`src/rtl/pwm_cmp_pkg.sv`:
```
package pwm_cmp_pkg;

    typedef enum logic [1:0] {
        SEL_SHADOW = 2'd0,
        SEL_ACTIVE = 2'd1,
        SEL_MODE   = 2'd2,
        SEL_NONE   = 2'd3
    } reg_sel_e;

    localparam int MODE_CMP_BIT = 0;
    localparam int MODE_PWM_BIT = 1;
    localparam int MODE_W       = 2;

endpackage

```
`src/rtl/pwm_tick_counter.sv`:
```
module pwm_tick_counter #(
    parameter int CNT_W = 8
) (
    input  logic             clk,
    input  logic             rst_n,
    input  logic             tick_i,
    input  logic             run_i,
    output logic [CNT_W-1:0] cnt_o,
    output logic             wrap_o
);

    typedef struct packed {
        logic [CNT_W-1:0] cnt;
    } cnt_state_t;

    cnt_state_t st_d, st_q;
    logic       step;

    always_comb begin
        st_d   = st_q;
        step   = tick_i && run_i;
        wrap_o = step && (st_q.cnt == {CNT_W{1'b1}});
        if (step) begin
            st_d.cnt = st_q.cnt + 1'b1;
        end
    end

    always_ff @(posedge clk) begin
        if (!rst_n) begin
            st_q <= '0;
        end else begin
            st_q <= st_d;
        end
    end

    assign cnt_o = st_q.cnt;

    // one step per qualified tick, modulo the counter width
    p_step_r1: assert property (@(posedge clk) disable iff (!rst_n)
        (tick_i && run_i) |=> (st_q.cnt == CNT_W'($past(st_q.cnt) + 1'b1)));

    // counter holds without a qualified tick
    p_hold_r7: assert property (@(posedge clk) disable iff (!rst_n)
        !(tick_i && run_i) |=> $stable(st_q.cnt));

endmodule

```
`src/rtl/pwm_reg_decode.sv`:
```
module pwm_reg_decode
    import pwm_cmp_pkg::*;
#(
    parameter int NUM_CH = 2,
    parameter int ADDR_W = 3
) (
    input  logic              wr_en_i,
    input  logic [ADDR_W-1:0] wr_addr_i,
    output logic [NUM_CH-1:0] wr_shd_o,
    output logic [NUM_CH-1:0] wr_act_o,
    output logic [NUM_CH-1:0] wr_mode_o
);

    localparam int CH_AW = ADDR_W - 2;

    reg_sel_e         sel;
    logic [CH_AW-1:0] ch;

    assign sel = reg_sel_e'(wr_addr_i[1:0]);
    assign ch  = wr_addr_i[ADDR_W-1:2];

    for (genvar i = 0; i < NUM_CH; i++) begin : g_dec
        logic hit;
        assign hit          = wr_en_i && (ch == CH_AW'(i));
        assign wr_shd_o[i]  = hit && (sel == SEL_SHADOW);
        assign wr_act_o[i]  = hit && (sel == SEL_ACTIVE);
        assign wr_mode_o[i] = hit && (sel == SEL_MODE);
    end

endmodule

```
`src/rtl/pwm_cmp_channel.sv`:
```
module pwm_cmp_channel
    import pwm_cmp_pkg::*;
#(
    parameter int CNT_W = 8
) (
    input  logic             clk,
    input  logic             rst_n,
    input  logic             run_i,
    input  logic             wrap_i,
    input  logic [CNT_W-1:0] cnt_i,
    input  logic             wr_shd_i,
    input  logic             wr_act_i,
    input  logic             wr_mode_i,
    input  logic [CNT_W-1:0] wr_data_i,
    output logic             pwm_o
);

    typedef struct packed {
        logic [CNT_W-1:0]  shd;
        logic [CNT_W-1:0]  act;
        logic [MODE_W-1:0] mode;
        logic              out;
    } chan_state_t;

    chan_state_t st_d, st_q;
    logic        en;
    logic        match;

    always_comb begin
        st_d  = st_q;
        en    = st_q.mode[MODE_CMP_BIT] && st_q.mode[MODE_PWM_BIT];
        match = run_i && (cnt_i == st_q.act);

        if (wr_shd_i) begin
            st_d.shd = wr_data_i;
        end
        if (en && wrap_i) begin
            st_d.act = st_q.shd;
        end
        if (wr_act_i) begin
            st_d.act = wr_data_i;
        end
        if (wr_mode_i) begin
            st_d.mode = wr_data_i[MODE_W-1:0];
        end

        if (!en || wrap_i) begin
            st_d.out = 1'b0;
        end else if (match) begin
            st_d.out = 1'b1;
        end
    end

    always_ff @(posedge clk) begin
        if (!rst_n) begin
            st_q <= '0;
        end else begin
            st_q <= st_d;
        end
    end

    assign pwm_o = st_q.out;

    // wrap always leaves the output low
    p_wrap_clear_r3: assert property (@(posedge clk) disable iff (!rst_n)
        wrap_i |=> !pwm_o);

    // a running match on an enabled channel raises the output
    p_match_set_r2: assert property (@(posedge clk) disable iff (!rst_n)
        (en && run_i && !wrap_i && cnt_i == st_q.act) |=> pwm_o);

    // wrap reload takes the pre-wrap shadow value
    p_reload_r4: assert property (@(posedge clk) disable iff (!rst_n)
        (en && wrap_i && !wr_act_i) |=> (st_q.act == $past(st_q.shd)));

    // direct write lands on the next clock
    p_direct_r5: assert property (@(posedge clk) disable iff (!rst_n)
        wr_act_i |=> (st_q.act == $past(wr_data_i)));

    // disabled channel drives low
    p_disabled_low_r6: assert property (@(posedge clk) disable iff (!rst_n)
        !en |=> !pwm_o);

    // stopped counter freezes the output
    p_stopped_hold_r7: assert property (@(posedge clk) disable iff (!rst_n)
        (en && !run_i && !wr_mode_i) |=> $stable(pwm_o));

endmodule

```
`src/rtl/pwm_cmp_bank.sv`:
```
module pwm_cmp_bank
    import pwm_cmp_pkg::*;
#(
    parameter int NUM_CH = 2,
    parameter int CNT_W  = 8,
    localparam int CH_AW  = (NUM_CH > 1) ? $clog2(NUM_CH) : 1,
    localparam int ADDR_W = CH_AW + 2
) (
    input  logic              clk,
    input  logic              rst_n,
    input  logic              tick,
    input  logic              run,
    input  logic              wr_en,
    input  logic [ADDR_W-1:0] wr_addr,
    input  logic [CNT_W-1:0]  wr_data,
    output logic [CNT_W-1:0]  count_o,
    output logic [NUM_CH-1:0] pwm_o
);

    logic              wrap;
    logic [NUM_CH-1:0] wr_shd;
    logic [NUM_CH-1:0] wr_act;
    logic [NUM_CH-1:0] wr_mode;

    pwm_tick_counter #(
        .CNT_W (CNT_W)
    ) u_counter (
        .clk    (clk),
        .rst_n  (rst_n),
        .tick_i (tick),
        .run_i  (run),
        .cnt_o  (count_o),
        .wrap_o (wrap)
    );

    pwm_reg_decode #(
        .NUM_CH (NUM_CH),
        .ADDR_W (ADDR_W)
    ) u_decode (
        .wr_en_i   (wr_en),
        .wr_addr_i (wr_addr),
        .wr_shd_o  (wr_shd),
        .wr_act_o  (wr_act),
        .wr_mode_o (wr_mode)
    );

    for (genvar i = 0; i < NUM_CH; i++) begin : g_ch
        pwm_cmp_channel #(
            .CNT_W (CNT_W)
        ) u_chan (
            .clk       (clk),
            .rst_n     (rst_n),
            .run_i     (run),
            .wrap_i    (wrap),
            .cnt_i     (count_o),
            .wr_shd_i  (wr_shd[i]),
            .wr_act_i  (wr_act[i]),
            .wr_mode_i (wr_mode[i]),
            .wr_data_i (wr_data),
            .pwm_o     (pwm_o[i])
        );
    end

    // a single strobe reaches at most one register
    p_one_target_r9: assert property (@(posedge clk) disable iff (!rst_n)
        $onehot0({wr_shd, wr_act, wr_mode}));

endmodule

```
`config.mk`:
```
export PLATFORM = sky130hd
export DESIGN_NAME = pwm_cmp_bank
export DESIGN_NICKNAME = d
export VERILOG_FILES = /design/src/rtl/pwm_cmp_pkg.sv /design/src/rtl/pwm_tick_counter.sv /design/src/rtl/pwm_reg_decode.sv /design/src/rtl/pwm_cmp_channel.sv /design/src/rtl/pwm_cmp_bank.sv
export SDC_FILE = /design/constraint.sdc
export NUM_CORES = 1
export LEC_CHECK = 0
export BUFFER_PORTS_ARGS = -buffer_cell sky130_fd_sc_hd__buf_4
export CORE_MARGIN = 5
export CORE_UTILIZATION = 54
export CTS_CLUSTER_DIAMETER = 60
export DETAILED_ROUTE_END_ITERATION = 12
export GPL_ROUTABILITY_DRIVEN = 0
export PLACE_DENSITY = 0.75
export SYNTH_ARGS = -nofsm -noshare
export SYNTH_HDL_FRONTEND = slang
export SYNTH_HIERARCHICAL = 1
export SYNTH_SLANG_ARGS = --single-unit
```
`constraint.sdc`:
```
create_clock -name clk -period 2.5 [get_ports clk]
set_input_delay 0.125 -clock clk [delete_from_list [all_inputs] [get_ports clk]]
set_output_delay 0.125 -clock clk [all_outputs]
set_load 0.02 [all_outputs]
```
==> flow_summary.json, run 1 <==
{
  "crit_type": "flip-flop to flip-flop",
  "cpPeakStageDelay_ns": 0.50,
  "p_comb_share_pct": 8.7,
  "postCtsHoldBufs": 0,
  "cts_tree": "yes",
  "cp_data_arrival_time_ns": 2.23,
  "fillers": 348,
  "grt_max_degree": 40,
  "p_int_mw": 1.11,
  "numCtsBuffers": 5,
  "hold_start": "wr_data[4]",
  "p_leak_nw": 1.02,
  "placedCellCount": 281,
  "vias": 1619,
  "syn_area_um2": 2220,
  "hold_path.class": "input pin to flip-flop",
  "cts_setup_buffers": 0,
  "drcViolationCount": 0,
  "start_kind": "flip-flop",
  "antenna_left": 0,
  "r2r-start": "u_counter/cnt_o[0]",
  "fin_tns_setup_ns": 0,
  "drv_cap": 0,
  "wl_per_cell_um": 15.7,
  "rows": 23,
  "power.density_nw_per_um2": 569,
  "netlist_instances": 215,
  "power_mw": 1.43,
  "crit_path_cell_trace": "ha_1, nand4_1, nor3_1, a31o_4, nand2_1, o211a_1",
  "clkSinkCount": 46,
  "core-area_um2": 4000,
  "port_buffers": 25,
  "die_w_um": 74.2,
  "slowest_stage": "dfxtp_1",
  "drive_gt1_share_pct": 18.0,
  "maxSlewViolCount": 0,
  "dpl.hpwl_mm": 3.26,
  "dp_slack_ns": 0.525,
  "drtIter0Drc": 119,
  "globalRouteTotalUtil_pct": 18.3,
  "endpoint_kind": "flip-flop",
  "routed_wl_mm": 4.53,
  "crit_start": "u_counter/cnt_o[0]",
  "rsz0062_at_grt": "false",
  "seq_area_um2": 921,
  "seqPwrFrac_pct": 53.4,
  "syn_avg_cell_area_um2": 10.3,
  "grt_overflow": 0,
  "antenna_found_initial": 0,
  "htreeDepth": 2,
  "dieArea_um2": 5500,
  "worstSkewPairLatency_ns": 0.30,
  "syn2layout_area_growth_pct": 13.2,
  "synth.net_count": 232,
  "cts.clk_slew.worst_paths_ns": 0.09,
  "yosysWarnings": 6,
  "cts_root_buf": "clkbuf_8",
  "io_pins": 26,
  "synth_top_area_share_pct": 41.4,
  "ys_seq_area_share_pct": 41.4,
  "setup_viol": 0,
  "multi_input_area_um2": 1210,
  "pwr-share-clk_pct": 37.9,
  "ir_drop_mv": 0.476,
  "synthTopCellsByArea": "dfxtp_1 41%, mux2i_1 16%, o211a_1 7.2%",
  "ctsResizeCount": 0,
  "firstDrtPassIters": 4,
  "cp.required_ns": 2.69,
  "tightest_slew_ns": 0.554,
  "period_minus_slack_ns": 2.04,
  "hold_violations": 0,
  "setup_ws_ns": 0.460,
  "yosys.area.top_type": "dfxtp_1",
  "final.setup_skew_ns": 0.00545,
  "relSlewSlack_pct": 62.8,
  "status": "completed",
  "ys_seq_elements": 46,
  "viasPerCell": 5.60,
  "start_util_pct": 55.6,
  "clk_path_buf_depth": 2,
  "fin_crit_sh_pct": 81.6,
  "ys_types": 27,
  "dieHeight_um": 74.2,
  "final_cells": 289,
  "swShare_pct": 22.7,
  "diodes": 0,
  "p_sw_uw": 325,
  "layout.nets": 255,
  "grt_first_pass_wirelength_mm": 7.53,
  "max_freq_mhz": 490,
  "whs_ns": 0.113,
  "worstPathMaxFanout": 16,
  "grt_pass1_vias": 1552
}
-- final timing paths --
check                           cells after the start  slack [ns]                       to
worst max-delay path                                6        0.46  g_ch[1].u_chan/st_q[10]
worst min-delay path                                3        0.11  g_ch[1].u_chan/st_q[15]
worst max register to register                      6        0.46  g_ch[1].u_chan/st_q[10]
worst min register to register                      2        0.47     g_ch[0].u_chan/pwm_o
-- registers in the layout, indices dropped and copies added (netlist names) --
signal,count
u_counter/cnt_o,8
g_ch.u_chan/st_q,36
g_ch.u_chan/pwm_o,2
-- cell usage in the layout (no fill, tap or decap), types with 2 or more instances in the layout --
| cell | count |
|---|---|
| nor2b_1 | 20 |
| or4_1 | 2 |
| or3_1 | 2 |
| and4b_2 | 2 |
| o21ai_0 | 3 |
| and4b_1 | 2 |
| nor2_1 | 2 |
| dfxtp_1 | 46 |
| buf_4 | 26 |
| nand4_1 | 7 |
| and4bb_2 | 3 |
| clkinv_2 | 2 |
| nand3_1 | 3 |
| xnor2_1 | 17 |
| clkbuf_8 | 5 |
| inv_1 | 4 |
| a31o_4 | 2 |
| a21oi_1 | 6 |
| mux2i_1 | 36 |
| nand2_1 | 23 |
| o31ai_1 | 4 |
| o211a_1 | 16 |
-- through the flow --
| stage | cell area, µm² | utilization (%) |
|---|---|---|
| global placement | 2410 | 60.2 |
| finish | 2520 | 62.9 |
| detailed placement | 2410 | 60.2 |
| CTS | 2520 | 62.9 |
| global route | 2520 | 62.9 |
| floorplan | 2220 | - |
-- critical path: cells and delay by family (launching register included) --
kind | cells | cell delay [ns]
flops | 1 | 0.50
fa+ha+maj | 1 | 0.23
compound gates | 2 | 0.47
simple gates | 3 | 0.72
-- layer usage --
layer	track usage, %	vias up	wire length (µm)
met1	23.5	775	2100
met2	29.8	24	2250
met3	4.46	2	132
li1	-	818	-
met5	0	-	0
met4	6.64	0	36
-- power by group through the flow --
stage               combinational [mW]  clock (mW)  sequential, mW
floorplan                       0.0792           0           0.781
global placement                 0.124           0           0.782
detailed placement               0.125           0           0.782
CTS                              0.125       0.558           0.765
global route                     0.137       0.585           0.768
finish                           0.124       0.543           0.765
-- cell type report --
class                           instances  share of cell area [%]
Tap cell                               50                    2.49
Inverter                                4                   0.597
Sequential cell                        46                    36.6
Multi-Input combinational cell        155                    48.2
Timing Repair Buffer                   26                    7.76
Clock buffer                            5                    2.73
Clock inverter                          3                    1.59
-- cells in the mapped netlist --
| master | n |
|---|---|
| dfxtp_1 | 46 |
| mux2i_1 | 36 |
| nand2_1 | 23 |
| nor2b_1 | 20 |
| xnor2_1 | 17 |
| o211a_1 | 16 |
| nand4_1 | 7 |
| a21oi_1 | 6 |
| buf_2 | 4 |
| buf_6 | 4 |
| inv_1 | 4 |
| o31ai_1 | 4 |
| and4bb_2 | 3 |
| nand3_1 | 3 |
| o21ai_0 | 3 |
| a31o_4 | 2 |
| and4b_1 | 2 |
| and4b_2 | 2 |
| clkbuf_1 | 2 |
| nor2_1 | 2 |
| or3_1 | 2 |
| or4_1 | 2 |
| ha_1 | 1 |
| nor3_1 | 1 |
| nor4b_2 | 1 |
| or3_2 | 1 |
| xor2_1 | 1 |
-- cell families after synthesis --
kind of cell	after synthesis	share of synthesized area, %
and+or+nand+nor	69	18.6
muxes	36	16.2
AOI/OAI and AO/OA	31	12.2
xor gates and xnor gates	18	7.09
DFF	46	41.4
adders and majority gates	1	0.563
buffers and inverters	14	3.94
Power figures use the tool's default switching activity.
==> run 2, diff against run 1 <==
Settings changed: CORE_UTILIZATION 54 to 52.
Clock period 2.5 ns to 1.8 ns, I/O delays scaled along.
==> run 2 against run 1 <==
Net effect: clock power increased by 14%; final area up 1.8%; via count is 4.1% higher; non-clock buffer count is 8 higher; sequential power increased by 39%; fmax up 27%; routed wire length grew 3.1%; register-to-register slack lost 0.27 ns; critical path depth unchanged; first-iteration DRC count is 24% higher; clock skew about the same.
==> flow_summary.json, run 2 (same netlist as run 1, synthesis figures left out) <==
{
  "dpl.hpwl_mm": 3.36,
  "worstPathMaxFanout": 16,
  "power.density_nw_per_um2": 726,
  "antenna_left": 0,
  "drcViolationCount": 0,
  "viasPerCell": 5.71,
  "p_leak_nw": 1.07,
  "crit_path_cell_trace": "ha_1, nand4_1, nor3_4, a31o_4, nand2_1, o211a_1",
  "ir_drop_mv": 0.550,
  "drive_gt1_share_pct": 20.4,
  "dieArea_um2": 5680,
  "slowest_stage": "dfxtp_1",
  "syn2layout_area_growth_pct": 15.3,
  "final_cells": 295,
  "cts_root_buf": "clkbuf_8",
  "layout.nets": 263,
  "rsz0062_at_grt": "false",
  "final_cell_mix": "46 x dfxtp_1, 36 x mux2i_1, 34 x buf_4",
  "cp_data_arrival_time_ns": 1.80,
  "endpoint_kind": "flip-flop",
  "worstSkewPairLatency_ns": 0.30,
  "post-route-util_pct": 63.1,
  "maxSlewViolCount": 0,
  "fillers": 349,
  "crit_type": "flip-flop to flip-flop",
  "antenna_found_initial": 0,
  "dieHeight_um": 75.4,
  "htreeDepth": 2,
  "postCtsHoldBufs": 0,
  "die_w_um": 75.4,
  "io_pins": 26,
  "cts.clk_slew.worst_paths_ns": 0.08,
  "globalRouteTotalUtil_pct": 17.8,
  "wl_per_cell_um": 15.8,
  "top_register": "g_ch.u_chan/st_q",
  "setup_viol": 0,
  "cts_tree": "yes",
  "cp.required_ns": 1.99,
  "cts_setup_buffers": 0,
  "clkSinkCount": 46,
  "rows": 23,
  "clk_path_buf_depth": 2,
  "ctsResizeCount": 0,
  "diodes": 0,
  "largest_reg_flops": 36,
  "relSlewSlack_pct": 76.9,
  "tightest_slew_ns": 0.347,
  "final_common_cell": "dfxtp_1",
  "fin_tns_setup_ns": 0,
  "firstDrtPassIters": 4,
  "period_minus_slack_ns": 1.61,
  "start_util_pct": 54.8,
  "numCtsBuffers": 5,
  "hold_path.class": "input pin to flip-flop",
  "core-area_um2": 4060,
  "max_freq_mhz": 621,
  "grt_max_degree": 40,
  "final.setup_skew_ns": 0.00525,
  "hold_violations": 0,
  "drtIter0Drc": 147,
  "drv_cap": 0,
  "cpPeakStageDelay_ns": 0.34,
  "vias": 1685,
  "grt_overflow": 0,
  "grt_pass1_vias": 1525,
  "grt_first_pass_wirelength_mm": 7.46,
  "port_buffers": 25,
  "start_kind": "flip-flop",
  "routed_wl_mm": 4.67,
  "fin_crit_sh_pct": 89.5,
  "status": "completed",
  "placedCellCount": 289
}
run 2: through the flow:
stage               cell area [µm²]  setup slack [ns]  hold WS, ns  power [mW]
CTS                            2550             0.185       0.0758        1.88
floorplan                      2230            0.0247        0.236        1.19
global placement               2470             0.261        0.383        1.26
finish                         2560             0.190       0.0749        1.86
global route                   2560            0.0391       0.0894        1.93
detailed placement             2470             0.195        0.386        1.26
run 2: routing by layer:
layer	vias to the layer above	wire length [µm]	global-route usage, %	share of wire [%]
li1	829	-	-	-
met1	797	2090	23.6	45
met2	50	2220	28.0	48
met3	9	257	3.56	5.5
met4	0	103	8.54	2.2
met5	-	0	0	0
run 2: area by class of cell:
| cell class | count | area (µm²) | share of cell area [%] |
|---|---|---|---|
| sequential | 46 | 921 | 36.0 |
| inverter | 4 | 15.0 | 0.586 |
| multi-input combinational | 155 | 1220 | 47.8 |
| tap | 50 | 62.6 | 2.44 |
| clock buffer | 6 | 82.6 | 3.22 |
| timing repair buffer | 34 | 255 | 9.97 |
run 2: power breakdown:
part	switching, mW	internal (mW)
sequential	0.0159	1.04
clock	0.323	0.296
combinational	0.0912	0.0915
run 2: path summary, 6_finish.rpt:
check | from | slack (ns) | end | cells after the start
worst max-delay path | u_counter/cnt_o[0] | 0.19 | g_ch[0].u_chan/st_q[3] | 6
worst min-delay path | wr_data[4] | 0.07 | g_ch[1].u_chan/st_q[15] | 3
worst min register to register | g_ch[1].u_chan/pwm_o | 0.47 | g_ch[1].u_chan/pwm_o | 2
worst max register to register | u_counter/cnt_o[0] | 0.19 | g_ch[0].u_chan/st_q[3] | 6
run 2: worst max-delay path: cells and delay by family (launching register included):
| family | cells | cell delay [ns] |
|---|---|---|
| flops | 1 | 0.34 |
| fa+ha+maj | 1 | 0.17 |
| simple gates | 3 | 0.57 |
| compound gates | 2 | 0.41 |
==> run 3, diff against run 2 <==
Settings changed: ABC_AREA set to 1.
==> run 3 against run 2 <==
Net effect: clock-buffer cell count fell by 1; hold slack got worse by 0.023 ns; sequential cell count stayed put; clock power up 22%; via count is 27% higher; critical endpoint is now g_ch[1].u_chan/st_q[9].
==> flow_summary.json, run 3 <==
{
  "status": "completed",
  "async_flop_share_pct": 0,
  "tightest_slew_ns": 0.465,
  "p_leak_nw": 1.10,
  "final.setup_skew_ns": 0.00471,
  "grt_max_degree": 47,
  "viasPerCell": 5.09,
  "rrSetupSlack_ns": 0.13,
  "synth_commonest_cells": "71 x nand2_1, 49 x nor2_1, 46 x dfxtp_1, 46 x inv_1, 30 x o21ai_1",
  "rows": 23,
  "worstSkewPairLatency_ns": 0.30,
  "hold_path.class": "input pin to flip-flop",
  "antenna_found_initial": 0,
  "placedCellCount": 412,
  "final_cells": 420,
  "yosys.area.top_type": "dfxtp_1",
  "syn_avg_cell_area_um2": 6.65,
  "syn2layout_area_growth_pct": 18.8,
  "hold_violations": 0,
  "worstPathMaxFanout": 7,
  "dr.max_layer_used": "met4",
  "syn_area_um2": 2220,
  "core-area_um2": 4060,
  "ys_seq_area_share_pct": 41.5,
  "synthTopCellsByArea": "dfxtp_1 41%, nand2_1 12%, nor2_1 8.3%",
  "netlist_instances": 334,
  "grt_pass1_vias": 1914,
  "ys_types": 22,
  "cts_root_buf": "clkbuf_8",
  "maxSlewViolCount": 0,
  "grt_overflow": 0,
  "crit_start": "u_counter/cnt_o[0]",
  "antenna_left": 0,
  "start_kind": "flip-flop",
  "dpl.hpwl_mm": 3.76,
  "die_w_um": 75.4,
  "cts_setup_buffers": 0,
  "firstDrtPassIters": 5,
  "hold_start": "wr_data[3]",
  "dieArea_um2": 5680,
  "postCtsHoldBufs": 0,
  "diodes": 0,
  "post-route-util_pct": 65.0,
  "synth_flop_cell": "dfxtp_1",
  "endpoint_kind": "flip-flop",
  "setup_viol": 0,
  "cts_tree": "yes",
  "fin_crit_sh_pct": 92.7,
  "drive_gt1_share_pct": 16.2,
  "dp_slack_ns": 0.0114,
  "htreeDepth": 2,
  "post_dp_cell_area_um2": 2500,
  "yosysMostFrequentCell": "nand2_1",
  "ir_drop_mv": 0.536,
  "dieHeight_um": 75.4,
  "period_minus_slack_ns": 1.67,
  "relSlewSlack_pct": 68.9,
  "routed_wl_mm": 5.25,
  "clk_path_buf_depth": 2,
  "design_area_um2": 2640,
  "drtIter0Drc": 87,
  "clkSinkCount": 46,
  "globalRouteTotalUtil_pct": 19.7,
  "layout.nets": 386,
  "drcViolationCount": 0,
  "power_mw": 2.03,
  "synth_edf_count": 0,
  "grt_first_pass_wirelength_mm": 8.61,
  "cp_data_arrival_time_ns": 1.86,
  "cp.required_ns": 1.99,
  "ys_seq_elements": 46,
  "io_pins": 26,
  "wl_met2_mm": 2.49,
  "r2r-start": "u_counter/cnt_o[0]",
  "vias": 2137,
  "setup_ws_ns": 0.131,
  "drv_cap": 0,
  "start_util_pct": 54.7,
  "reg2reg_to": "g_ch[1].u_chan/st_q[9]",
  "met3_length_um": 306,
  "final_common_cell": "nand2_1",
  "fin_tns_setup_ns": 0,
  "max_freq_mhz": 599,
  "hold_path_end": "g_ch[0].u_chan/st_q[14]",
  "whs_ns": 0.0520,
  "largest_reg_flops": 36,
  "cts.clk_slew.worst_paths_ns": 0.09,
  "power.density_nw_per_um2": 770,
  "synth_top_area_share_pct": 41.5,
  "top_register": "g_ch.u_chan/st_q",
  "synth.net_count": 351,
  "rr_worst_depth": 10,
  "final_cell_mix": "71 x nand2_1, 48 x nor2_1, 46 x inv_1, 46 x dfxtp_1, 38 x buf_4",
  "wl_per_cell_um": 12.5,
  "yosysWarnings": 6,
  "numCtsBuffers": 5,
  "wl_met1_mm": 2.41,
  "crit_type": "flip-flop to flip-flop",
  "port_buffers": 25,
  "fillers": 388,
  "hold_depth": 3
}
==> run 3: cell families after synthesis <==
logic type	synth area share (%)
and+or+nand+nor	26.5
adders and majority gates	0.563
AOI/OAI and AO/OA	17.7
xor gates and xnor gates	1.58
buffers and inverters	12.2
DFF	41.5
==> run 3: metal layers <==
| layer | GRT usage (%) | vias up |
|---|---|---|
| li1 | - | 1129 |
| met1 | 25.3 | 952 |
| met2 | 33.1 | 52 |
| met3 | 4.22 | 4 |
| met4 | 6.21 | 0 |
| met5 | 0 | - |
==> run 3: area by class of cell <==
| cell class | instances | area [µm²] | area share (%) |
|---|---|---|---|
| multi-input combinational | 224 | 1060 | 40.1 |
| sequential | 46 | 921 | 34.9 |
| timing repair buffer | 38 | 285 | 10.8 |
| inverter | 54 | 203 | 7.68 |
| clock buffer | 5 | 68.8 | 2.61 |
| tap | 50 | 62.6 | 2.37 |
| clock inverter | 3 | 40.0 | 1.52 |
==> run 3: repair_timing <==
item                                    in CTS  in global routing
resized for setup                            1                  5
endpoints found under the setup margin       2                 16
pin swaps                                    0                  1
==> run 3: how the worst max path moves through the flow <==
stage | endpoint | slack, ns
finish | g_ch[1].u_chan/st_q[9] | 0.13
global route | g_ch[1].u_chan/st_q[10] | -0.01
global placement | g_ch[0].u_chan/st_q[9] | 0.16
detailed placement | g_ch[0].u_chan/st_q[10] | 0.01
CTS | g_ch[0].u_chan/st_q[10] | 0.05
floorplan | g_ch[0].u_chan/st_q[3] | 0.01
==> run 3: report_power, final <==
part	total, mW	switching, mW	internal (mW)	leakage (nW)
logic	0.205	0.122	0.0828	0.664
clock network	0.759	0.350	0.409	0.0579
registers	1.07	0.0175	1.05	0.373
==> run 3: critical path, cell delays in order, from the launching register on <==
cell and delay [ns]:
dfxtp_1 0.35, ha_1 0.20, nand3_2 0.12, nor2_4 0.13
nand3_2 0.11, nor2_4 0.14, nand3_1 0.10, nand2_2 0.14
inv_2 0.09, o21ai_1 0.13, a21oi_1 0.06
